==> src/rtl/burst_gate_pkg.sv <==
package burst_gate_pkg;

   // Progress of a software stop request
   typedef enum logic [1:0] {
      PH_RUN   = 2'd0,   // no stop pending
      PH_ARMED = 2'd1,   // waiting for the next slow tick
      PH_DRAIN = 2'd2,   // waiting for the bus cycle to finish
      PH_HALT  = 2'd3    // processor clock removed
   } stop_phase_e;

endpackage

==> src/rtl/burst_step_counter.sv <==
module burst_step_counter #(
   parameter int PERIOD_STEPS = 31,
   parameter int WIDTH_W      = 5
) (
   input  logic               clk,
   input  logic               rst_n,
   input  logic               tick,
   input  logic [WIDTH_W-1:0] on_time,
   output logic               period_wrap,
   output logic               burst_on
);

   localparam int CNT_W = (PERIOD_STEPS > 1) ? $clog2(PERIOD_STEPS) : 1;
   localparam int CMP_W = (CNT_W > WIDTH_W) ? CNT_W : WIDTH_W;
   localparam logic [CNT_W-1:0] LAST_STEP = CNT_W'(PERIOD_STEPS - 1);

   if (PERIOD_STEPS < 2) begin : g_bad_period
      $error("burst_step_counter: PERIOD_STEPS must be at least 2");
   end
   if ((1 << WIDTH_W) - 1 < PERIOD_STEPS) begin : g_bad_width
      $error("burst_step_counter: on-time field cannot express a full period");
   end

   logic [CNT_W-1:0] step_q;

   assign period_wrap = tick && (step_q == LAST_STEP);
   assign burst_on    = CMP_W'(step_q) < CMP_W'(on_time);

   always_ff @(posedge clk or negedge rst_n) begin
      if (!rst_n) begin
         step_q <= '0;
      end else if (tick) begin
         if (step_q == LAST_STEP) step_q <= '0;
         else                     step_q <= step_q + 1'b1;
      end
   end

   assert_count_range_R4: assert property (@(posedge clk) disable iff (!rst_n)
      step_q <= LAST_STEP)
      else $error("step counter out of range");

   assert_wrap_to_zero_R4: assert property (@(posedge clk) disable iff (!rst_n)
      period_wrap |=> (step_q == '0))
      else $error("counter did not restart after the last step");

   assert_hold_without_tick_R4: assert property (@(posedge clk) disable iff (!rst_n)
      !tick |=> $stable(step_q))
      else $error("counter moved without a tick");

endmodule

==> src/rtl/burst_ctrl_reg.sv <==
module burst_ctrl_reg
   import burst_gate_pkg::*;
#(
   parameter int REG_W    = 16,
   parameter int WIDTH_W  = 5,
   parameter int EN_BIT   = 7,
   parameter int STOP_BIT = 6
) (
   input  logic               clk,
   input  logic               rst_n,
   input  logic               wr_en,
   input  logic [REG_W-1:0]   wr_data,
   input  logic               wake,
   input  logic               tick,
   input  logic               bus_done,
   input  logic               period_wrap,
   output logic               pc_en,
   output logic [WIDTH_W-1:0] on_time,
   output logic               halted,
   output logic [REG_W-1:0]   rd_data
);

   localparam logic [WIDTH_W-1:0] ON_TIME_RESET = '1;

   if (EN_BIT >= REG_W || STOP_BIT >= REG_W) begin : g_bad_bits
      $error("burst_ctrl_reg: control bit outside the register");
   end
   if (EN_BIT == STOP_BIT) begin : g_same_bits
      $error("burst_ctrl_reg: enable and stop bits collide");
   end
   if (EN_BIT < WIDTH_W || STOP_BIT < WIDTH_W) begin : g_overlap
      $error("burst_ctrl_reg: control bit overlaps the on-time field");
   end

   stop_phase_e phase_q, phase_d;
   logic        pc_en_d;
   logic [WIDTH_W-1:0] on_time_d;

   // Next state of the enable and on-time fields: wake has the final word
   always_comb begin
      pc_en_d   = pc_en;
      on_time_d = on_time;
      if (wr_en) begin
         pc_en_d   = wr_data[EN_BIT];
         on_time_d = wr_data[WIDTH_W-1:0];
      end
      if (wake) pc_en_d = 1'b0;
   end

   // Stop request sequencing
   always_comb begin
      phase_d = phase_q;
      unique case (phase_q)
         PH_RUN:   if (wr_en && wr_data[STOP_BIT]) phase_d = PH_ARMED;
         PH_ARMED: if (tick)                       phase_d = PH_DRAIN;
         PH_DRAIN: if (bus_done)                   phase_d = PH_HALT;
         PH_HALT:  if (period_wrap)                phase_d = PH_RUN;
         default:                                  phase_d = PH_RUN;
      endcase
      if (wake) phase_d = PH_RUN;
   end

   always_ff @(posedge clk or negedge rst_n) begin
      if (!rst_n) begin
         pc_en   <= 1'b0;
         on_time <= ON_TIME_RESET;
         phase_q <= PH_RUN;
      end else begin
         pc_en   <= pc_en_d;
         on_time <= on_time_d;
         phase_q <= phase_d;
      end
   end

   assign halted = (phase_q == PH_HALT);

   always_comb begin
      rd_data                = '0;
      rd_data[EN_BIT]        = pc_en;
      rd_data[STOP_BIT]      = (phase_q != PH_RUN);
      rd_data[WIDTH_W-1:0]   = on_time;
   end

   logic unused_wdata;
   assign unused_wdata = ^wr_data;

   assert_wake_clears_enable_R5: assert property (@(posedge clk) disable iff (!rst_n)
      wake |=> !pc_en)
      else $error("wake did not clear the enable bit");

   assert_wake_ends_stop_R9: assert property (@(posedge clk) disable iff (!rst_n)
      wake |=> (phase_q == PH_RUN))
      else $error("wake did not end the stop");

   assert_halt_needs_bus_R7: assert property (@(posedge clk) disable iff (!rst_n)
      $rose(halted) |-> $past(bus_done))
      else $error("halt without a completed bus cycle");

   assert_halt_exit_cause_R8: assert property (@(posedge clk) disable iff (!rst_n)
      $fell(halted) |-> ($past(period_wrap) || $past(wake)))
      else $error("halt ended without wrap or wake");

   assert_drain_after_tick_R7: assert property (@(posedge clk) disable iff (!rst_n)
      (phase_q == PH_ARMED && !tick && !wake) |=> (phase_q == PH_ARMED))
      else $error("stop advanced before the slow tick");

endmodule

==> src/rtl/cpu_burst_gate.sv <==
module cpu_burst_gate #(
   parameter int REG_W        = 16,
   parameter int WIDTH_W      = 5,
   parameter int PERIOD_STEPS = 31,
   parameter int EN_BIT       = 7,
   parameter int STOP_BIT     = 6,
   parameter bit SYNC_OUT     = 1'b1
) (
   input  logic             clk,
   input  logic             rst_n,
   input  logic             slow_tick,
   input  logic             wake_irq,
   input  logic             bus_done,
   input  logic             cfg_wr,
   input  logic [REG_W-1:0] cfg_wdata,
   output logic [REG_W-1:0] cfg_rdata,
   output logic             cpu_clk_en
);

   logic               pc_en;
   logic [WIDTH_W-1:0] on_time;
   logic               halted;
   logic               period_wrap;
   logic               burst_on;
   logic               gate_d;

   burst_ctrl_reg #(
      .REG_W    (REG_W),
      .WIDTH_W  (WIDTH_W),
      .EN_BIT   (EN_BIT),
      .STOP_BIT (STOP_BIT)
   ) u_ctrl (
      .clk         (clk),
      .rst_n       (rst_n),
      .wr_en       (cfg_wr),
      .wr_data     (cfg_wdata),
      .wake        (wake_irq),
      .tick        (slow_tick),
      .bus_done    (bus_done),
      .period_wrap (period_wrap),
      .pc_en       (pc_en),
      .on_time     (on_time),
      .halted      (halted),
      .rd_data     (cfg_rdata)
   );

   burst_step_counter #(
      .PERIOD_STEPS (PERIOD_STEPS),
      .WIDTH_W      (WIDTH_W)
   ) u_steps (
      .clk         (clk),
      .rst_n       (rst_n),
      .tick        (slow_tick),
      .on_time     (on_time),
      .period_wrap (period_wrap),
      .burst_on    (burst_on)
   );

   assign gate_d = !halted && (!pc_en || burst_on);

   if (SYNC_OUT) begin : g_sync_out
      logic en_q;
      always_ff @(posedge clk or negedge rst_n) begin
         if (!rst_n) en_q <= 1'b1;
         else        en_q <= gate_d;
      end
      assign cpu_clk_en = en_q;

      assert_open_when_disabled_R3: assert property (@(posedge clk) disable iff (!rst_n)
         (!pc_en && !halted) |=> cpu_clk_en)
         else $error("clock gated while power-save is off");

      assert_closed_when_halted_R7: assert property (@(posedge clk) disable iff (!rst_n)
         halted |=> !cpu_clk_en)
         else $error("clock running during a halt");

      assert_full_width_on_R4: assert property (@(posedge clk) disable iff (!rst_n)
         (pc_en && !halted && on_time == '1) |=> cpu_clk_en)
         else $error("full on-time did not keep the clock running");
   end else begin : g_comb_out
      assign cpu_clk_en = gate_d;
   end

endmodule

==> config.mk <==
export PLATFORM = sky130hd
export DESIGN_NAME = cpu_burst_gate
export DESIGN_NICKNAME = d
export VERILOG_FILES = /design/src/rtl/burst_gate_pkg.sv /design/src/rtl/burst_step_counter.sv /design/src/rtl/burst_ctrl_reg.sv /design/src/rtl/cpu_burst_gate.sv
export SDC_FILE = /design/constraint.sdc
export NUM_CORES = 1
export LEC_CHECK = 0
export ABC_AREA = 1
export BUFFER_PORTS_ARGS = -buffer_cell sky130_fd_sc_hd__buf_2
export CORE_MARGIN = 3
export CORE_UTILIZATION = 35
export CTS_CLUSTER_DIAMETER = 120
export CTS_CLUSTER_SIZE = 8
export DETAILED_ROUTE_END_ITERATION = 16
export PLACE_DENSITY = 0.62
export SLEW_MARGIN = 0
export SYNTH_ARGS = -nofsm -noshare
export SYNTH_HDL_FRONTEND = slang
export SYNTH_SLANG_ARGS = --single-unit
==> constraint.sdc <==
create_clock -name clk -period 3.8 [get_ports clk]
set_input_delay 0 -clock clk [delete_from_list [all_inputs] [get_ports clk]]
set_output_delay 0 -clock clk [all_outputs]
set_load 0.01 [all_outputs]
==> summary.md, run 1 <==
| Metric | Value |
|---|---|
| Post-CTS Setup Repair Bufs | 0 |
| Synth Register Bits | 14 |
| CTS clock-pin slew for the worst setup and hold paths | approximately 0.090 ns |
| Mapped Area | roughly 900 µm² |
| Max Clk Rate | around 0.70 GHz |
| Post-cts sizing count | 0 |
| CTS sink count | 14 |
| Clock Latency Late Sink | between 0.2 and 0.3 ns |
| Register area share after synthesis | between 30% and 40% |
| Net Switching | approximately 0.24 mW |
| H-tree depth | 1 |
| CP bufs+invs | 2 |
| Share of cells above drive strength 1 | between 20% and 30% |
| Pint | between 0.3 and 0.4 mW |
| Max_cap viols | 0 |
| Cell area after layout | around 1100 µm² |
| Synth warn | 0 |
| Critical-path cell list | inv_1, ha_1, nand2_1, inv_1, nand2_1, nand3_1, a21oi_1 |
| Final Hold Fails | 0 |
| Post-route ant nets | 0 |
| CTS max path bufs | 2 |
| Peak VDD IR | around 360 µV |
| Routed vias/inst | around 4.3 |
| Initial antenna violation count | 0 |
| RSZ-0062 raised after global routing | no |
| Initial core utilization | roughly 37% |
| CP peak stage delay | 0.54 ns |
| Sw frac | approximately 41% |
| Setup TNS Final | 0 ns |
| Largest net degree at the start of global routing | 15 |
| Clk_skew | ~0.0085 ns |
| Vias | around 740 |
| GP Congestion | 0.7225 |
| Total gr overflow | 0 |
| CP max FO | 2 |
| Reg power frac | a little over two fifths |
| Final setup vio count | 0 |
| CTS tree | yes |
| Detailed Route WL | around 1700 µm |
| Row Count | 18 |
| Post-DP Area | 1012 µm² |
| Comb pwr share | 42.5% |
| Worst Hold Class | input pin to flip-flop |
| Final Cycle Share | 37.36% |
| Die Y | between 50 and 60 µm |
| Req. time, crit path | 4.00 ns |
| Root Buffer | clkbuf_4 |
| Tmin final | 1.420 ns |
| First-pass GRT wire length | 3077 µm |
| Die X | ~57 µm |
| Clock Power Share | between 10% and 20% |
| # diodes | 0 |
| Vias in the first global route | 698 |
| Io pins | 39 |
| CORE AREA | ~2500 µm² |
| Outcome | finished clean |
| Crit end category | flip-flop |
| Post-Synthesis Cells | 113 |
| Final #Nets | 175 |
| DR pass1 iterations | 4 |
| Crit path DAT | between 1.5 and 2 ns |
| Drt first-iter violations | 7 |
| Cell family with most CP delay | flip-flops |
| Highest-delay cell along the critical path | dfstp_2 |
| Die area | about 3300 µm² |
| Pwr Density | 523.9 nW/µm² |
| Routed len/inst | approximately 10 µm |
| Yosys cell types | 20 |
| Hpwl dp | between 1000 and 1500 µm |
| Critical path startpoint category | flip-flop |
| Setup CP Type | flip-flop to flip-flop |
| Slew Limit Fails | 0 |
| CTS Buf Count | 3 |
| I/O Buffers | 20 |
| Leak | 0.6093 nW |
| Mapped Avg Cell Area | 8.183 µm² |
| Total GRT Usage | between 10% and 20% |
| Remaining routing DRC violations | 0 |
| Layout area overhead | 20.97% |
==> power groups by stage <==
stage / combinational [mW] / sequential, mW / clock, mW
5_1_grt: 0.294 / 0.255 / 0.105
3_5_place_dp: 0.246 / 0.250 / 0
6_report: 0.249 / 0.247 / 0.0905
2_1_floorplan: 0.193 / 0.240 / 0
3_3_place_gp: 0.237 / 0.248 / 0
4_1_cts: 0.254 / 0.247 / 0.0948
==> cell usage in the layout, fill, tap and decap left out <==
cell type,Yosys,routed
a21oi_1,5,5
ha_1,10,10
mux2i_1,1,1
nand3_2,1,1
nand4_1,1,1
nand3_1,4,4
clkbuf_1,0,1
conb_1,1,9
nand2_4,1,1
inv_1,16,16
inv_2,1,1
nor2_2,2,2
nor2_1,8,8
mux2_2,1,1
o21ai_0,8,8
nand2_2,5,5
buf_2,1,20
dfrtp_1,8,8
dfstp_2,6,6
clkbuf_4,0,3
nand2_1,23,23
dlygate4sd3_1,0,8
==> path summary, 6_finish.rpt <==
kind,from,to,slack (ns),cells past startpoint
max reg2reg,u_ctrl.on_time[4],cpu_clk_en,2.38,7
min in group asynchronous,rst_n,u_steps.step_q[3],0.14,2
min reg2reg,u_ctrl.pc_en,cpu_clk_en,0.49,1
min,wake_irq,u_ctrl.phase_q[1],0.01,4
max,u_ctrl.on_time[4],cpu_clk_en,2.38,7
max in group asynchronous,rst_n,u_ctrl.on_time[3],3.37,2
==> synthesized netlist by cell type (all sizes together) <==
library cell	instances	share of area, %
buf	11	8.7
nand2	29	14
a21oi	5	2.7
dfrtp	8	22
dfstp	6	17
conb	1	0.41
nor2	10	4.6
nand3	5	3.2
mux2i	1	1.1
inv	17	6.9
mux2	1	1.2
o21ai	8	4.3
ha	10	14
nand4	1	0.68
==> layout make-up <==
cell class	instances	area (µm²)
Fill cell	249	1381
Multi-Input combinational cell	79	452.9
Sequential cell	14	357.8
Timing Repair Buffer	28	180.2
Inverter	17	63.81
Tap cell	30	37.54
Clock buffer	4	26.28
==> worst register-to-register path: cells and delay by family (launching register included) <==
family	cells	cell delay [ns]
compound gates	1	0.18
flops	1	0.54
simple gates	3	0.22
buf+inv	2	0.09
fa+ha+maj	1	0.30
==> repair_timing <==
item                                   4_1_cts  5_1_grt
hold buffers                                 8        0
endpoints found under the hold margin       21        0
setup endpoints to repair                    0        0
==> stage by stage <==
step | setup WS (ns) | total power, mW | hold WS, ns | utilization, % | instances
final | 2.380 | 0.5860 | 0.01063 | 44.74 | 172
after global routing | 2.273 | 0.6545 | 0.01662 | 44.74 | 172
after CTS | 2.381 | 0.5960 | 0.005591 | 44.74 | 172
after detailed placement | 2.424 | 0.4963 | -0.08146 | 40.49 | 160
after global placement | 2.439 | 0.4850 | -0.08954 | 40.49 | 160
after floorplan | 2.513 | 0.4331 | -0.2956 | - | 121
==> registers in the layout, indices dropped and copies added (netlist names) <==
register,cells
cpu_clk_en,1
u_ctrl.on_time,5
u_ctrl.pc_en,1
u_ctrl.phase_q,2
u_steps.step_q,5
==> layer usage <==
metal	routed length [µm]	part of all wire [%]	track usage [%]	up-vias
met4	23	1.3	4.967	0
met2	843	49	20.97	19
met3	87	5.0	3.394	2
met1	772	45	14.21	331
met5	0	0	0	-
li1	-	-	-	390
==> logic make-up (layout without fill, tap and decap cells) <==
logic type | after synthesis | count (layout) | share of synthesized area, %
and+or+nand+nor | 45 | 45 | 22.46
buffers and inverters | 28 | 49 | 15.56
DFF | 14 | 14 | 38.70
AOI/OAI and AO/OA | 13 | 13 | 7.036
adders and majority gates | 10 | 10 | 13.53
muxes | 2 | 2 | 2.300
other | 1 | 9 | 0.4056
No activity file was read; power rests on OpenSTA's default activity.
==> run 2, diff against run 1 <==
==> constraint.sdc (replaced) <==
create_clock -name clk -period 1.4 [get_ports clk]
set_input_delay 0 -clock clk [delete_from_list [all_inputs] [get_ports clk]]
set_output_delay 0 -clock clk [all_outputs]
set_load 0.01 [all_outputs]
==> summary.md, run 2 (synthesis gave the netlist of run 1 again) <==
| Metric | Value |
|---|---|
| H-tree depth | 1 (unchanged) |
| Total gr overflow | 0 (unchanged) |
| GP Congestion | 0.7152 (-1.0%) |
| Final hold slack | 0.01585 ns (+0.005220 ns) |
| Leak | 0.6190 nW (+1.6%) |
| Hold depth | 4 (unchanged) |
| Slew Limit Fails | 0 (unchanged) |
| Initial antenna violation count | 0 (unchanged) |
| Highest-delay cell along the critical path | dfstp_2 |
| Cell family with most CP delay | flip-flops |
| Drt first-iter violations | 12 (+5) |
| CTS tree | yes |
| Hpwl dp | 1328 µm (-2.8%) |
| Crit path DAT | 1.54 ns (-0.08 ns) |
| Final Hold Fails | 0 (unchanged) |
| Finished Core Util | 47.15% (+2.4 points) |
| Root Buffer | clkbuf_4 |
| Final setup vio count | 0 (unchanged) |
| Top Registers | u_ctrl.on_time x5, u_steps.step_q x5, u_ctrl.phase_q x2 |
| Most frequent cells in the layout | 22 x nand2_1, 20 x buf_2, 14 x inv_1, 9 x conb_1 |
| Final WS setup | 0.07092 ns (-2.309 ns) |
| CP peak stage delay | 0.55 ns (about the same) |
| Post-route ant nets | 0 (unchanged) |
| Clock Latency Late Sink | 0.29 ns (about the same) |
| CTS max path bufs | 2 (unchanged) |
| CTS clock-pin slew for the worst setup and hold paths | 0.09 ns (about the same) |
| Io pins | 39 (unchanged) |
| Internal reg-to-reg setup slack | 0.07 ns (-2.31 ns) |
| CP bufs+invs | 1 (-1) |
| Vias | 759 (+2.3%) |
| Critical-path cell list | inv_2, ha_4, nand2_2, nor2_1, nand2_1, nand3_2, a21oi_2 |
| Clk_skew | 0.007098 ns (-0.001436 ns) |
| Worst r2r path cells | 7 (unchanged) |
| Min-delay src | wake_irq |
| Tmin final | 1.329 ns (-0.09064 ns) |
| Outcome | finished clean |
| Critical path startpoint category | flip-flop |
| Peak VDD IR | 883.4 µV (+150%) |
| Vias in the first global route | 679 (-2.7%) |
| Worst Hold Class | input pin to flip-flop |
| CTS Buf Count | 3 (unchanged) |
| FF-to-FF End | cpu_clk_en |
| I/O Buffers | 20 (unchanged) |
| First-pass GRT wire length | 2980 µm (-3.2%) |
| Die area | 3295 µm² (unchanged) |
| Routed vias/inst | 4.387 (+1.7%) |
| Die Y | 57.40 µm (unchanged) |
| Routed len/inst | 10.42 µm (+3.8%) |
| Die X | 57.40 µm (unchanged) |
| Remaining routing DRC violations | 0 (unchanged) |
| Req. time, crit path | 1.61 ns (-2.39 ns) |
| Row Count | 18 (unchanged) |
| Crit end category | flip-flop |
| Total GRT Usage | 11.83% (-0.38 points) |
| Reg2reg start | u_ctrl.on_time[4] |
| Layout area overhead | 27.47% |
| Pre-CTS WS | 0.01632 ns (-2.408 ns) |
| Share of cells above drive strength 1 | 34.97% (+6.8 points) |
| Largest net degree at the start of global routing | 15 (unchanged) |
| DR pass1 iterations | 4 (unchanged) |
| CTS sink count | 14 (unchanged) |
| Detailed Route WL | 1802 µm (+4.4%) |
| Max_cap viols | 0 (unchanged) |
| Final #Nets | 176 (+0.57%) |
| Most common cell after layout, fill and taps aside | nand2_1 |
| Final Cycle Share | 94.93% (+58 points) |
| # diodes | 0 (unchanged) |
| CORE AREA | 2500 µm² (unchanged) |
| Setup CP Type | flip-flop to flip-flop |
| Sink of the worst hold path | u_ctrl.phase_q[1] |
| Max Clk Rate | 0.7524 GHz (+6.8%) |
| CP max FO | 2 (unchanged) |
| Pwr Density | 1472 nW/µm² (+180%) |
| Initial core utilization | 36.99% (unchanged) |
[run 2: changes by cell type in the layout (fill, tap and decap cells not counted), sizes merged]
| cell | previous run | this run |
|---|---|---|
| buf | 20 | 21 |
[run 2: worst register-to-register path: stages, from the launching register on]
cell     delay (ns)
dfstp_2        0.55
inv_2          0.05
ha_4           0.24
nand2_2        0.06
nor2_1         0.04
nand2_1        0.07
nand3_2        0.08
a21oi_2        0.16
[run 2: stage by stage]
| step | instances | power [mW] | setup TNS, ns | cell area (µm²) |
|---|---|---|---|---|
| finish | 173 | 1.735 | 0 | 1179 |
| global route | 173 | 1.902 | -0.004135 | 1179 |
| CTS | 172 | 1.633 | 0 | 1122 |
| detailed placement | 160 | 1.353 | 0 | 1012 |
| global placement | 160 | 1.317 | 0 | 1012 |
| floorplan | 121 | 1.176 | 0 | 954.7 |
[run 2: area by class of cell]
class | count | area (µm²)
repair buffers | 29 | 187.7
multi-input cells | 79 | 505.5
inverters | 17 | 63.81
fillers | 235 | 1321
flip-flops and latches | 14 | 357.8
well taps | 30 | 37.54
clock buffers | 4 | 26.28
[run 2: worst max path at each step]
stage                           start          to  slack, ns  cells after the start
floorplan           u_ctrl.on_time[4]  cpu_clk_en       0.11                      7
global placement    u_ctrl.on_time[4]  cpu_clk_en       0.04                      7
detailed placement  u_ctrl.on_time[4]  cpu_clk_en       0.02                      7
CTS                 u_ctrl.on_time[4]  cpu_clk_en      0.009                      7
global route        u_ctrl.on_time[4]  cpu_clk_en     -0.004                      7
finish              u_ctrl.on_time[4]  cpu_clk_en       0.07                      7
[run 2: power by group]
part	leakage (nW)	switching (mW)	total [mW]	internal, mW
clock network	0.0150	0.136	0.247	0.111
logic	0.444	0.422	0.792	0.369
registers	0.160	0.158	0.696	0.538
[run 2: timing repair]
item                                    CTS  global route
endpoints found under the setup margin    1             1
hold buffers                              8             0
setup buffers                             0             1
pin swaps                                 0             8
hold endpoints to repair                 21             0
gates resized for setup                   1             8
[run 2: layer usage]
layer  global-route usage (%)  vias to the layer above  routed length (µm)
met1                    14.04                      339                 783
met3                    3.394                        7                 100
met2                    19.35                       22                 862
li1                         -                      391                   -
met4                    5.960                        0                  54
met5                        0                        -                   0
==> run 3, diff against run 2 <==
==> constraint.sdc (replaced) <==
create_clock -name clk -period 1.5 [get_ports clk]
set_input_delay 0 -clock clk [delete_from_list [all_inputs] [get_ports clk]]
set_output_delay 0 -clock clk [all_outputs]
set_load 0.01 [all_outputs]
==> summary.md, run 3 (synthesis gave the netlist of run 1 again) <==
| Metric | Value |
|---|---|
| Critical-path cell list | inv_1, ha_1, nand2_1, nor2_1, nand2_1, nand3_1, a21oi_2 |
| Req. time, crit path | 1.71 ns (+0.10 ns) |
| Final #Nets | 175 (-0.57%) |
| Detailed Route WL | 1724 µm (-4.3%) |
| Clk_skew | 0.001398 ns (-0.005700 ns) |
| Setup TNS Final | 0 ns (unchanged) |
| Post-Layout Cell Count | 172 (-0.58%) |
| Tmin final | 1.399 ns (+0.06977 ns) |
| Outcome | finished clean |
| Final setup vio count | 0 (unchanged) |
| Largest net degree at the start of global routing | 15 (unchanged) |
| Comb pwr share | 43.2% (-2.4 points) |
| Io pins | 39 (unchanged) |
| Sw frac | 40.78% (-0.55 points) |
| Reg power frac | 41.9% (+1.8 points) |
| I/O Buffers | 20 (unchanged) |
| CTS clock-pin slew for the worst setup and hold paths | 0.08 ns (about the same) |
| Die area | 3295 µm² (unchanged) |
| CP max FO | 2 (unchanged) |
| Worst Hold Class | input pin to flip-flop |
| Hpwl dp | 1348 µm (+1.5%) |
| First-pass GRT wire length | 3098 µm (+4.0%) |
| CTS Buf Count | 3 (unchanged) |
| CP bufs+invs | 1 (unchanged) |
| Leak | 0.6109 nW (-1.3%) |
| Highest-delay cell along the critical path | dfstp_2 |
| Vias | 755 (-0.53%) |
| Crit end category | flip-flop |
| CTS tree | yes |
| Setup CP Type | flip-flop to flip-flop |
| Crit path DAT | 1.61 ns (+0.07 ns) |
| Max Clk Rate | 0.7149 GHz (-5.0%) |
| CORE AREA | 2500 µm² (unchanged) |
| Total gr overflow | 0 (unchanged) |
| Fillers | 256 (+8.9%) |
| Peak VDD IR | 824.2 µV (-6.7%) |
| CTS max path bufs | 2 (unchanged) |
| Die Y | 57.40 µm (unchanged) |
| Row Count | 18 (unchanged) |
| Remaining routing DRC violations | 0 (unchanged) |
| Final hold slack | 0.01066 ns (-0.005196 ns) |
| Total GRT Usage | 12.16% (+0.33 points) |
| Net Switching | 0.6097 mW (-15%) |
| Slew Limit Fails | 0 (unchanged) |
| Final Cycle Share | 93.26% (-1.7 points) |
| Pwr Density | 1335 nW/µm² (-9.3%) |
| Routed len/inst | 10.02 µm (-3.8%) |
| Post-route ant nets | 0 (unchanged) |
| Vias in the first global route | 718 (+5.7%) |
| Clock Latency Late Sink | 0.28 ns (about the same) |
| DR pass1 iterations | 4 (unchanged) |
| Initial core utilization | 36.99% (unchanged) |
| Most common cell after layout, fill and taps aside | nand2_1 |
| Drt first-iter violations | 14 (+2) |
| Root Buffer | clkbuf_4 |
| CP peak stage delay | 0.54 ns (about the same) |
| Max_cap viols | 0 (unchanged) |
| Most frequent cells in the layout | 23 x nand2_1, 20 x buf_2, 16 x inv_1, 10 x ha_1, 9 x conb_1 |
| Routed vias/inst | 4.390 (about the same) |
| Critical path's most frequent cell | nand2_1 |
| Initial antenna violation count | 0 (unchanged) |
| CTS sink count | 14 (unchanged) |
| Top Registers | u_ctrl.on_time x5, u_steps.step_q x5, u_ctrl.phase_q x2 |
| Die X | 57.40 µm (unchanged) |
| Pre-CTS WS | 0.09864 ns (+0.08233 ns) |
| Post-DP Area | 1012 µm² (unchanged) |
| Critical path startpoint category | flip-flop |
| Pint | 0.8853 mW (-13%) |
| Cell family with most CP delay | flip-flops |
| Final WS setup | 0.1012 ns (+0.03023 ns) |
| H-tree depth | 1 (unchanged) |
| Clock Power Share | 14.9% (+0.7 points) |
| Final Hold Fails | 0 (unchanged) |
| Layout area overhead | 21.11% |
| Share of cells above drive strength 1 | 29.58% (-5.4 points) |
| Placed instance count | 160 (unchanged) |
| GP Congestion | 0.7206 (+0.76%) |
| Cell area after layout | 1120 µm² (-5.0%) |
| # diodes | 0 (unchanged) |
## run 3: changes by cell type in the layout (fill, tap and decap cells not counted), sizes merged
| cell | before | now |
|---|---|---|
| dlygate4sd3 | 8 | 7 |
## run 3: power groups by stage
stage	combinational (mW)	clock, mW	sequential (mW)
2_1_floorplan	0.488	0	0.609
3_3_place_gp	0.601	0	0.627
3_5_place_dp	0.626	0	0.633
4_1_cts	0.643	0.237	0.626
5_1_grt	0.760	0.259	0.651
6_report	0.646	0.222	0.627
## run 3: final timing paths
kind                              startpoint                 to  slack (ns)  cells past startpoint
setup reg to reg           u_ctrl.on_time[4]         cpu_clk_en        0.10                      7
hold / removal                     slow_tick  u_steps.step_q[0]        0.01                      2
min in group asynchronous              rst_n       u_ctrl.pc_en        0.15                      2
setup / recovery           u_ctrl.on_time[4]         cpu_clk_en        0.10                      7
max in group asynchronous              rst_n  u_ctrl.on_time[3]        1.06                      2
hold reg to reg                 u_ctrl.pc_en         cpu_clk_en        0.47                      1
## run 3: area by class of cell
type | count | area, µm² | share of cell area [%]
Inverter | 17 | 63.81 | 5.698
Multi-Input combinational cell | 79 | 456.7 | 40.78
Tap cell | 30 | 37.54 | 3.352
Sequential cell | 14 | 357.8 | 31.96
Timing Repair Buffer | 28 | 177.7 | 15.87
Clock buffer | 4 | 26.28 | 2.346
## run 3: per-stage QoR
stage | power [mW] | utilization (%)
3_3_place_gp | 1.228 | 40.49
5_1_grt | 1.669 | 44.79
3_5_place_dp | 1.260 | 40.49
4_1_cts | 1.507 | 44.34
2_1_floorplan | 1.097 | -
6_report | 1.495 | 44.79
## run 3: per-layer routing
| metal | global-route usage, % | wire, µm | up-vias |
|---|---|---|---|
| met2 | 20.65 | 833 | 21 |
| met1 | 14.75 | 782 | 340 |
| met5 | 0 | 0 | - |
| li1 | - | - | 392 |
| met3 | 2.715 | 85 | 2 |
| met4 | 4.967 | 23 | 0 |
## run 3: repair_timing
item                                    in CTS  in global routing
hold endpoints to repair                    20                  0
resized for setup                            0                  1
setup buffers                                0                  1
endpoints found under the setup margin       0                  1
hold buffers                                 7                  0
